**src/rtl/outfault_sup_pkg.sv**
```systemverilog
package outfault_sup_pkg;

    typedef struct packed {
        logic pgood;
        logic uv_lat;
        logic ov_lat;
        logic force_low;
        logic overtemp;
    } sup_state_t;

    localparam sup_state_t SUP_IDLE = '{default: 1'b0};

    typedef enum logic [1:0] {
        FLT_UV   = 2'd0,
        FLT_OV   = 2'd1,
        FLT_PGLO = 2'd2,
        FLT_PGHI = 2'd3
    } flt_idx_e;

    localparam int NUM_FLT = 4;

endpackage

```
**src/rtl/outfault_glitch_filt.sv**
```systemverilog
module outfault_glitch_filt #(
    parameter int LEN = 4
) (
    input  logic clk,
    input  logic rst_n,
    input  logic clr_i,
    input  logic flag_i,
    output logic qual_o
);
    localparam int CW = $clog2(LEN + 1);
    localparam logic [CW-1:0] LIM = CW'(LEN - 1);

    logic [CW-1:0] cnt_d, cnt_q;
    logic          qual_d, qual_q;

    always_comb begin
        cnt_d  = cnt_q;
        qual_d = 1'b0;
        if (clr_i || !flag_i) begin
            cnt_d = '0;
        end else begin
            qual_d = (cnt_q >= LIM);
            if (cnt_q < LIM) cnt_d = cnt_q + 1'b1;
        end
    end

    always_ff @(posedge clk or negedge rst_n) begin
        if (!rst_n) begin
            cnt_q  <= '0;
            qual_q <= 1'b0;
        end else begin
            cnt_q  <= cnt_d;
            qual_q <= qual_d;
        end
    end

    assign qual_o = qual_q;

    // a qualified flag was high on the edge that produced it
    a_r3_qual_needs_flag: assert property (@(posedge clk) disable iff (!rst_n)
        qual_q |-> $past(flag_i));

    a_r3_count_bounded: assert property (@(posedge clk) disable iff (!rst_n)
        cnt_q <= LIM);

endmodule

```
**src/rtl/outfault_sup_ctrl.sv**
```systemverilog
module outfault_sup_ctrl
    import outfault_sup_pkg::*;
(
    input  logic clk,
    input  logic rst_n,
    input  logic active_i,
    input  logic fb_above95_i,
    input  logic fb_above105_i,
    input  logic overtemp_i,
    input  logic startup_done_i,
    input  logic uv_qual_i,
    input  logic ov_qual_i,
    input  logic pglo_qual_i,
    input  logic pghi_qual_i,
    output logic pgood_o,
    output logic fault_o,
    output logic force_low_o,
    output logic discharge_o,
    output logic inhibit_o
);
    sup_state_t st_d, st_q;

    always_comb begin
        st_d = st_q;
        if (!active_i) begin
            st_d = SUP_IDLE;
        end else begin
            st_d.uv_lat   = st_q.uv_lat | (uv_qual_i & startup_done_i);
            st_d.ov_lat   = st_q.ov_lat | ov_qual_i;
            if (ov_qual_i)
                st_d.force_low = 1'b1;
            else if (!fb_above105_i)
                st_d.force_low = 1'b0;
            st_d.overtemp = overtemp_i;
            st_d.pgood    = !st_d.uv_lat && !st_d.ov_lat && !overtemp_i
                         && !pglo_qual_i && !pghi_qual_i
                         && (st_q.pgood || fb_above95_i);
        end
    end

    always_ff @(posedge clk or negedge rst_n) begin
        if (!rst_n) st_q <= SUP_IDLE;
        else        st_q <= st_d;
    end

    logic fault_any;
    assign fault_any   = st_q.uv_lat | st_q.ov_lat;
    assign pgood_o     = st_q.pgood;
    assign fault_o     = fault_any;
    assign force_low_o = st_q.force_low;
    assign inhibit_o   = !active_i | fault_any | st_q.overtemp;
    assign discharge_o = !active_i | st_q.uv_lat | st_q.overtemp
                       | (st_q.ov_lat & !st_q.force_low);

    // no power-good while a fault is held
    a_r9_pg_low_on_fault: assert property (@(posedge clk) disable iff (!rst_n)
        fault_o |-> !pgood_o);

    // the clamp only exists alongside a latched over-voltage
    a_r5_force_has_fault: assert property (@(posedge clk) disable iff (!rst_n)
        force_low_o |-> st_q.ov_lat);

    // under-voltage latches only after start-up
    a_r4_uv_after_startup: assert property (@(posedge clk) disable iff (!rst_n)
        $rose(st_q.uv_lat) |-> $past(startup_done_i));

    // clamp release follows feedback dropping below 105 %
    a_r6_release_cause: assert property (@(posedge clk) disable iff (!rst_n)
        ($fell(st_q.force_low) && $past(active_i)) |-> !$past(fb_above105_i));

    // inactive cycle wipes all latched state
    a_r7_clear_on_off: assert property (@(posedge clk) disable iff (!rst_n)
        !active_i |=> (!st_q.uv_lat && !st_q.ov_lat && !st_q.force_low));

    // over-temperature never latches a fault by itself
    a_r8_ot_no_latch: assert property (@(posedge clk) disable iff (!rst_n)
        $rose(fault_o) |-> ($past(uv_qual_i) || $past(ov_qual_i)));

endmodule

```
**src/rtl/outfault_sup.sv**
```systemverilog
module outfault_sup
    import outfault_sup_pkg::*;
#(
    parameter int UV_LEN = 4,
    parameter int OV_LEN = 4,
    parameter int PG_LEN = 6
) (
    input  logic clk,
    input  logic rst_n,
    input  logic en_i,
    input  logic supply_ok_i,
    input  logic fb_above95_i,
    input  logic fb_below70_i,
    input  logic fb_above125_i,
    input  logic fb_above105_i,
    input  logic overtemp_i,
    input  logic startup_done_i,
    output logic pgood_o,
    output logic fault_o,
    output logic force_low_o,
    output logic discharge_o,
    output logic inhibit_o
);
    logic active;
    logic [NUM_FLT-1:0] raw_flag;
    logic [NUM_FLT-1:0] qual_flag;

    assign active = en_i & supply_ok_i;

    assign raw_flag[FLT_UV]   = fb_below70_i;
    assign raw_flag[FLT_OV]   = fb_above125_i;
    assign raw_flag[FLT_PGLO] = fb_below70_i;
    assign raw_flag[FLT_PGHI] = fb_above125_i;

    for (genvar gi = 0; gi < NUM_FLT; gi++) begin : g_filt
        localparam int FLEN = (gi == int'(FLT_UV)) ? UV_LEN :
                              (gi == int'(FLT_OV)) ? OV_LEN : PG_LEN;
        outfault_glitch_filt #(.LEN(FLEN)) u_filt (
            .clk    (clk),
            .rst_n  (rst_n),
            .clr_i  (!active),
            .flag_i (raw_flag[gi]),
            .qual_o (qual_flag[gi])
        );
    end

    outfault_sup_ctrl u_ctrl (
        .clk            (clk),
        .rst_n          (rst_n),
        .active_i       (active),
        .fb_above95_i   (fb_above95_i),
        .fb_above105_i  (fb_above105_i),
        .overtemp_i     (overtemp_i),
        .startup_done_i (startup_done_i),
        .uv_qual_i      (qual_flag[FLT_UV]),
        .ov_qual_i      (qual_flag[FLT_OV]),
        .pglo_qual_i    (qual_flag[FLT_PGLO]),
        .pghi_qual_i    (qual_flag[FLT_PGHI]),
        .pgood_o        (pgood_o),
        .fault_o        (fault_o),
        .force_low_o    (force_low_o),
        .discharge_o    (discharge_o),
        .inhibit_o      (inhibit_o)
    );

endmodule

```
**config.mk**
```make
export PLATFORM = sky130hd
export DESIGN_NAME = outfault_sup
export DESIGN_NICKNAME = d
export VERILOG_FILES = /design/src/rtl/outfault_sup_pkg.sv /design/src/rtl/outfault_glitch_filt.sv /design/src/rtl/outfault_sup_ctrl.sv /design/src/rtl/outfault_sup.sv
export SDC_FILE = /design/constraint.sdc
export NUM_CORES = 1
export LEC_CHECK = 0
export BUFFER_PORTS_ARGS = -buffer_cell sky130_fd_sc_hd__buf_2
export CAP_MARGIN = 20
export CORE_AREA = 3 3 49 51
export DETAILED_ROUTE_END_ITERATION = 10
export DIE_AREA = 0 0 52 54
export GPL_TIMING_DRIVEN = 0
export PLACE_DENSITY = 0.69
export SLEW_MARGIN = 20
export SYNTH_ARGS = -nofsm -noshare
export SYNTH_HDL_FRONTEND = slang
export SYNTH_SLANG_ARGS = --single-unit
```
**constraint.sdc**
```tcl
create_clock -name clk -period 1.7 [get_ports clk]
set_input_delay 0.17 -clock clk [delete_from_list [all_inputs] [get_ports clk]]
set_output_delay 0.17 -clock clk [all_outputs]
set_load 0.01 [all_outputs]
```
Word level (Yosys, flattened, before mapping) --
Index checks and enable logic that the tools add are counted.
Operators by class: add/sub/neg operators 4, order comparisons 8, eq/ne operators 1, muxes and demuxes 15, bitwise logic cells 11, reductions and logical operators 21
Operators with widths (count):
- $mux 3 | 8
- $add 3x1->3 const B | 4
- $logic_not 1->1 | 9
- $or 1x1->1 | 8
- $reduce_bool 2->1 | 4
- $ge 3x2->1 const B | 2
- $ge 3x3->1 const B | 2
- $lt 3x2->1 const B | 2
- $lt 3x3->1 const B | 2
- $mux 1 | 6
- $logic_and 1x1->1 | 5
- $mux 5 | 1
- $and 1x1->1 | 3
- $logic_or 1x1->1 | 3
- $ne 3x3->1 const B | 1
Storage, ports and cells: bits in registers 21, input port bits 10, output and inout port bits 5

Logic depth before layout (Yosys ltp) --
word-level depth 9, depth in mapped cells 4

By module --
Synthesis repeated with hierarchy kept, for this count alone.
Second synthesis, totals: cells, all modules 95, area, all modules 1023.5 µm²
Modules (own cells, without submodules):
- outfault_glitch_filt at g_filt[2].u_filt ... | instances 2, cells each 19, area each 201.4 µm², sequential area each 100.1 µm²
- outfault_glitch_filt at g_filt[0].u_filt ... | instances 2, cells each 18, area each 195.2 µm², sequential area each 100.1 µm²
- outfault_sup_ctrl | instances 1, cells each 19, area each 220.2 µm², sequential area each 125.1 µm²
- outfault_sup | instances 1, cells each 2, area each 10.0 µm², sequential area each 0.0 µm²

Worst setup path after synthesis --
OpenSTA, ideal clock, no wires.
kind reg-to-reg, start register g_filt[0].u_filt.cnt_q[0], end register g_filt[0].u_filt.cnt_q[2], data arrival time 1.122 ns, slack 0.497 ns, cell stages (with the launch flop) 5, path buffers 0, period minus slack after synthesis 1.203 ns, path through dfrtp_1 > ha_1 > ha_1 > a21o_1 > a21oi_1
On the way: longest elaborated chain between the ends 3, elaborated cells on any way between the ends 5, classes of those cells 1 x add/sub; 1 x order compare; 2 x mux; 1 x reduce/logical
Ends and longest elaborated chain:
- start, declared | RTL line outfault_glitch_filt.sv:13 | logic [CW-1:0] cnt_d, cnt_q;
- start signal, assigned | RTL line outfault_glitch_filt.sv:32 | cnt_q <= cnt_d;
- $add 3x1->3 | RTL line outfault_glitch_filt.sv:23 | if (cnt_q < LIM) cnt_d = cnt_q + 1'b1;
- $mux 3 | RTL line outfault_glitch_filt.sv:23
- $mux 3 | RTL line outfault_glitch_filt.sv:19 | if (clr_i || !flag_i) begin
Several ways; a longest one is shown, not always the timed one. The select of a mux whose other input is x is not followed. A chain may end at the register's enable or synchronous reset.

Worst setup path in the final report --
start register u_ctrl.st_q[3] (netlist bit), end output inhibit_o
On the way: longest elaborated chain between the ends 3
Ends and longest elaborated chain:
- start, declared | RTL line outfault_sup_ctrl.sv:21 | sup_state_t st_d, st_q;
- start signal, assigned | RTL line outfault_sup_ctrl.sv:43 | else st_q <= st_d;
- $or 1x1->1 | RTL line outfault_sup_ctrl.sv:47 | assign fault_any = st_q.uv_lat | st_q.ov_lat;
- $or 1x1->1 (2 in a row) | RTL line outfault_sup_ctrl.sv:51 | assign inhibit_o = !active_i | fault_any | st_q.overtemp;
- end, declared | RTL line outfault_sup.sv:22 | output logic inhibit_o
Every way passes these cells.

==> run summary <==
Post-Syn Nets -> 110
part of the power in registers -> 0.644
Post-Synth Simple-Gate Area -> 0.192
Worst EP arrival -> 1400 ps
slowest CP cell -> dfrtp_1
Synth Area in Adders -> 0.101
antenna violations before repair -> 0
Distinct cells, synth -> 23
die width -> 52 um
period utilisation layout -> 0.925
RSZ-0062 raised after global routing -> false
Root Buffer -> clkbuf_4
min cycle time layout -> 1570 ps
first-pass GRT wire length -> 2.90 mm
worst-skew pair later-pin latency -> 290 ps
io pins -> 15
crit-path max cell delay -> 410 ps
register bit total from synthesis -> 21
post-synthesis xor/xnor area fraction -> 0
Logic pwr share -> 0.068
CP endpoint kind -> primary output
DRT Pass-1 Iters -> 3
run status -> completed
Crit Path Category -> flip-flop to primary output
Post-Synthesis Cells -> 92
Hold WC Path Type -> input port to flip-flop
Fmax -> 636 MHz
vias post-DR -> 727
Clk network pwr share -> 0.288
Placeable Area -> 0.00198 mm^2
antenna cell count -> 0
initial core utilization -> 0.499
Vias per Instance -> 5.27
post-synthesis average cell area -> 10.8 um^2
layout cell share with drive strength beyond 1 -> 0.189
DRC errors left -> 0
CP delay by family, top -> simple AND/OR/NAND/NOR gates
Final nets -> 130
Total Routing Usage GR -> 0.142
Resize count post-CTS -> 0
row count -> 16
Power per Cell Area -> 707 mW/mm^2
htree depth -> 1
Detailed Place HPWL -> 1.24 mm
largest family of logic cells by synthesized area -> simple AND/OR/NAND/NOR gates
cell-internal power -> 620 uW
vias in the first global route -> 691
Clk pin slew, worst setup/hold paths -> 110 ps
grt ovf -> 0
CTS sink cnt -> 21
mux cell area share after synthesis -> 0
TritonCTS buffer count -> 3
Fin Setup TNS -> 0 ps
Die Ht -> 54 um
ANT nets after route -> 0
final clock skew -> 3.81 ps
initial DRC count -> 8
CTS max path bufs -> 2
I/O Buffers -> 14
max-cap viol count -> 0
gpl congestion -> 0.675
Tightest Pin Transition -> 472 ps
sequential fraction of the synthesis area -> 0.531
setup violators final -> 0
Synth Area in Compound Gates -> 0.161
crit path max fanout -> 3
final core occ -> 0.570
total wire length -> 1.67 mm
CTS tree -> built
Buf+Inv Stages, Crit Path -> 1
routed length per instance -> 12.1 um
largest net degree at the start of global routing -> 22
crit-path cells -> or2_4, or3_1, buf_2
Layout area overhead -> 14.2%
Max-slew headroom -> 0.685
Leakage -> 0.553 nW
maximum vdd ir drop -> 0.355 mV
Sw Ratio -> 0.224
Final Hold Viols -> 0
Net Sw Power -> 179 uW
post-synthesis cell area -> 990 um^2
synth warn -> 0
critical path launch point type -> flip-flop
final slew viol count -> 0
DIE AREA -> 0.00281 mm^2
CP required -> 1530 ps
[Yosys cell counts, drive strengths merged]
master / instances / area, um^2
nor4bb: 2 / 20.0
nand3: 2 / 10.0
a211oi: 4 / 30.0
o2bb2ai: 1 / 8.76
nor3: 2 / 10.0
or4: 2 / 18.8
a21oi: 10 / 50.1
o31ai: 2 / 15.0
and3: 1 / 6.26
or2: 1 / 8.76
dfrtp: 21 / 526
inv: 4 / 15.0
nand2: 5 / 21.3
nor4: 1 / 12.5
nor2b: 3 / 18.8
nor2: 12 / 45.0
o21ai: 2 / 10.0
or3: 1 / 6.26
a21o: 6 / 45.0
nand2b: 2 / 12.5
ha: 8 / 100
[per-stage QoR]
| step | std cells | instance area, um^2 | power (mW) | hold WS (ps) | worst slack [ps] |
|---|---|---|---|---|---|
| detailed placement | 133 | 1090 | 0.578 | 150 | 371 |
| floorplan | 92 | 990 | 0.546 | -126 | 497 |
| finish | 138 | 1130 | 0.799 | 114 | 127 |
| global route | 138 | 1130 | 0.845 | 122 | 57.8 |
| global placement | 133 | 1090 | 0.576 | 144 | 453 |
| CTS | 138 | 1130 | 0.815 | 105 | 112 |
[flip-flops by register name, summed over array words and instances (netlist names)]
register              count
u_ctrl.force_low_o        1
g_filt.u_filt.qual_o      4
u_ctrl.pgood_o            1
u_ctrl.st_q               3
g_filt.u_filt.cnt_q      12
[worst reg2reg max path, stage by stage (launching register included)]
cell and delay, ps:
dfrtp_1 460, ha_1 230, ha_1 270, a21o_1 160
a21oi_1 150
[logic make-up after synthesis]
logic type,count (synthesis)
buffers and inverters,4
DFF,21
AOI/OAI and AO/OA,25
adders and majority gates,8
and+or+nand+nor,34
[metal layers]
metal | GRT usage | part of all wire
met5 | 0 | 0
met4 | 0.0786 | 0.0072
met3 | 0.0249 | 0.056
met2 | 0.249 | 0.49
met1 | 0.164 | 0.44
[power by group through the flow]
stage	sequential (mW)	combinational [mW]	clock, mW
2_1_floorplan	0.523	0.0235	0
3_3_place_gp	0.523	0.0522	0
3_5_place_dp	0.524	0.0538	0
4_1_cts	0.515	0.0556	0.245
5_1_grt	0.517	0.0624	0.266
6_report	0.514	0.0543	0.230
[repair_timing]
item                                   in CTS  in global routing
hold buffers                                1                  0
setup buffers                               0                  0
endpoints found under the hold margin      21                  0
[area by class of cell]
cell class	instances	area [um^2]
Inverter	4	15.0
Timing Repair Buffer	15	80.1
Multi-Input combinational cell	67	449
Clock buffer	4	26.3
Fill cell	178	852
Sequential cell	21	526
Tap cell	27	33.8
[layout by cell type, fill, tap and decap left out]
master / count
o21ai_0: 2
nor4bb_1: 2
or3_1: 1
nand2_2: 1
nor4_2: 1
or4_4: 1
o31ai_1: 2
a21oi_1: 10
dlygate4sd3_1: 1
and3_1: 1
nand2b_1: 2
ha_1: 8
nand2_1: 4
or4_1: 1
inv_1: 4
or2_4: 1
clkbuf_4: 3
buf_2: 14
o2bb2ai_1: 1
nor3_1: 2
nor2_1: 12
clkbuf_1: 1
nand3_1: 2
nor2b_1: 3
dfrtp_1: 21
a21o_1: 6
a211oi_1: 4
[worst paths after layout]
path / slack (ps) / from / to / cells past startpoint
min: 110 / fb_above105_i / u_ctrl.force_low_o$_DFFE_PN0P_ / 3
min reg2reg: 500 / g_filt[3].u_filt.qual_o$_DFF_PN0_ / u_ctrl.pgood_o$_DFF_PN0_ / 2
max in group asynchronous: 1030 / rst_n / g_filt[3].u_filt.cnt_q[2]$_DFFE_PN0P_ / 2
max reg2reg: 360 / g_filt[0].u_filt.cnt_q[0]$_DFFE_PN0P_ / g_filt[0].u_filt.cnt_q[2]$_DFFE_PN0P_ / 4
max: 130 / u_ctrl.st_q[3]$_DFF_PN0_ / inhibit_o / 3
min in group asynchronous: 350 / rst_n / u_ctrl.force_low_o$_DFFE_PN0P_ / 2
Note: power is estimated with default switching activity, not from simulation.
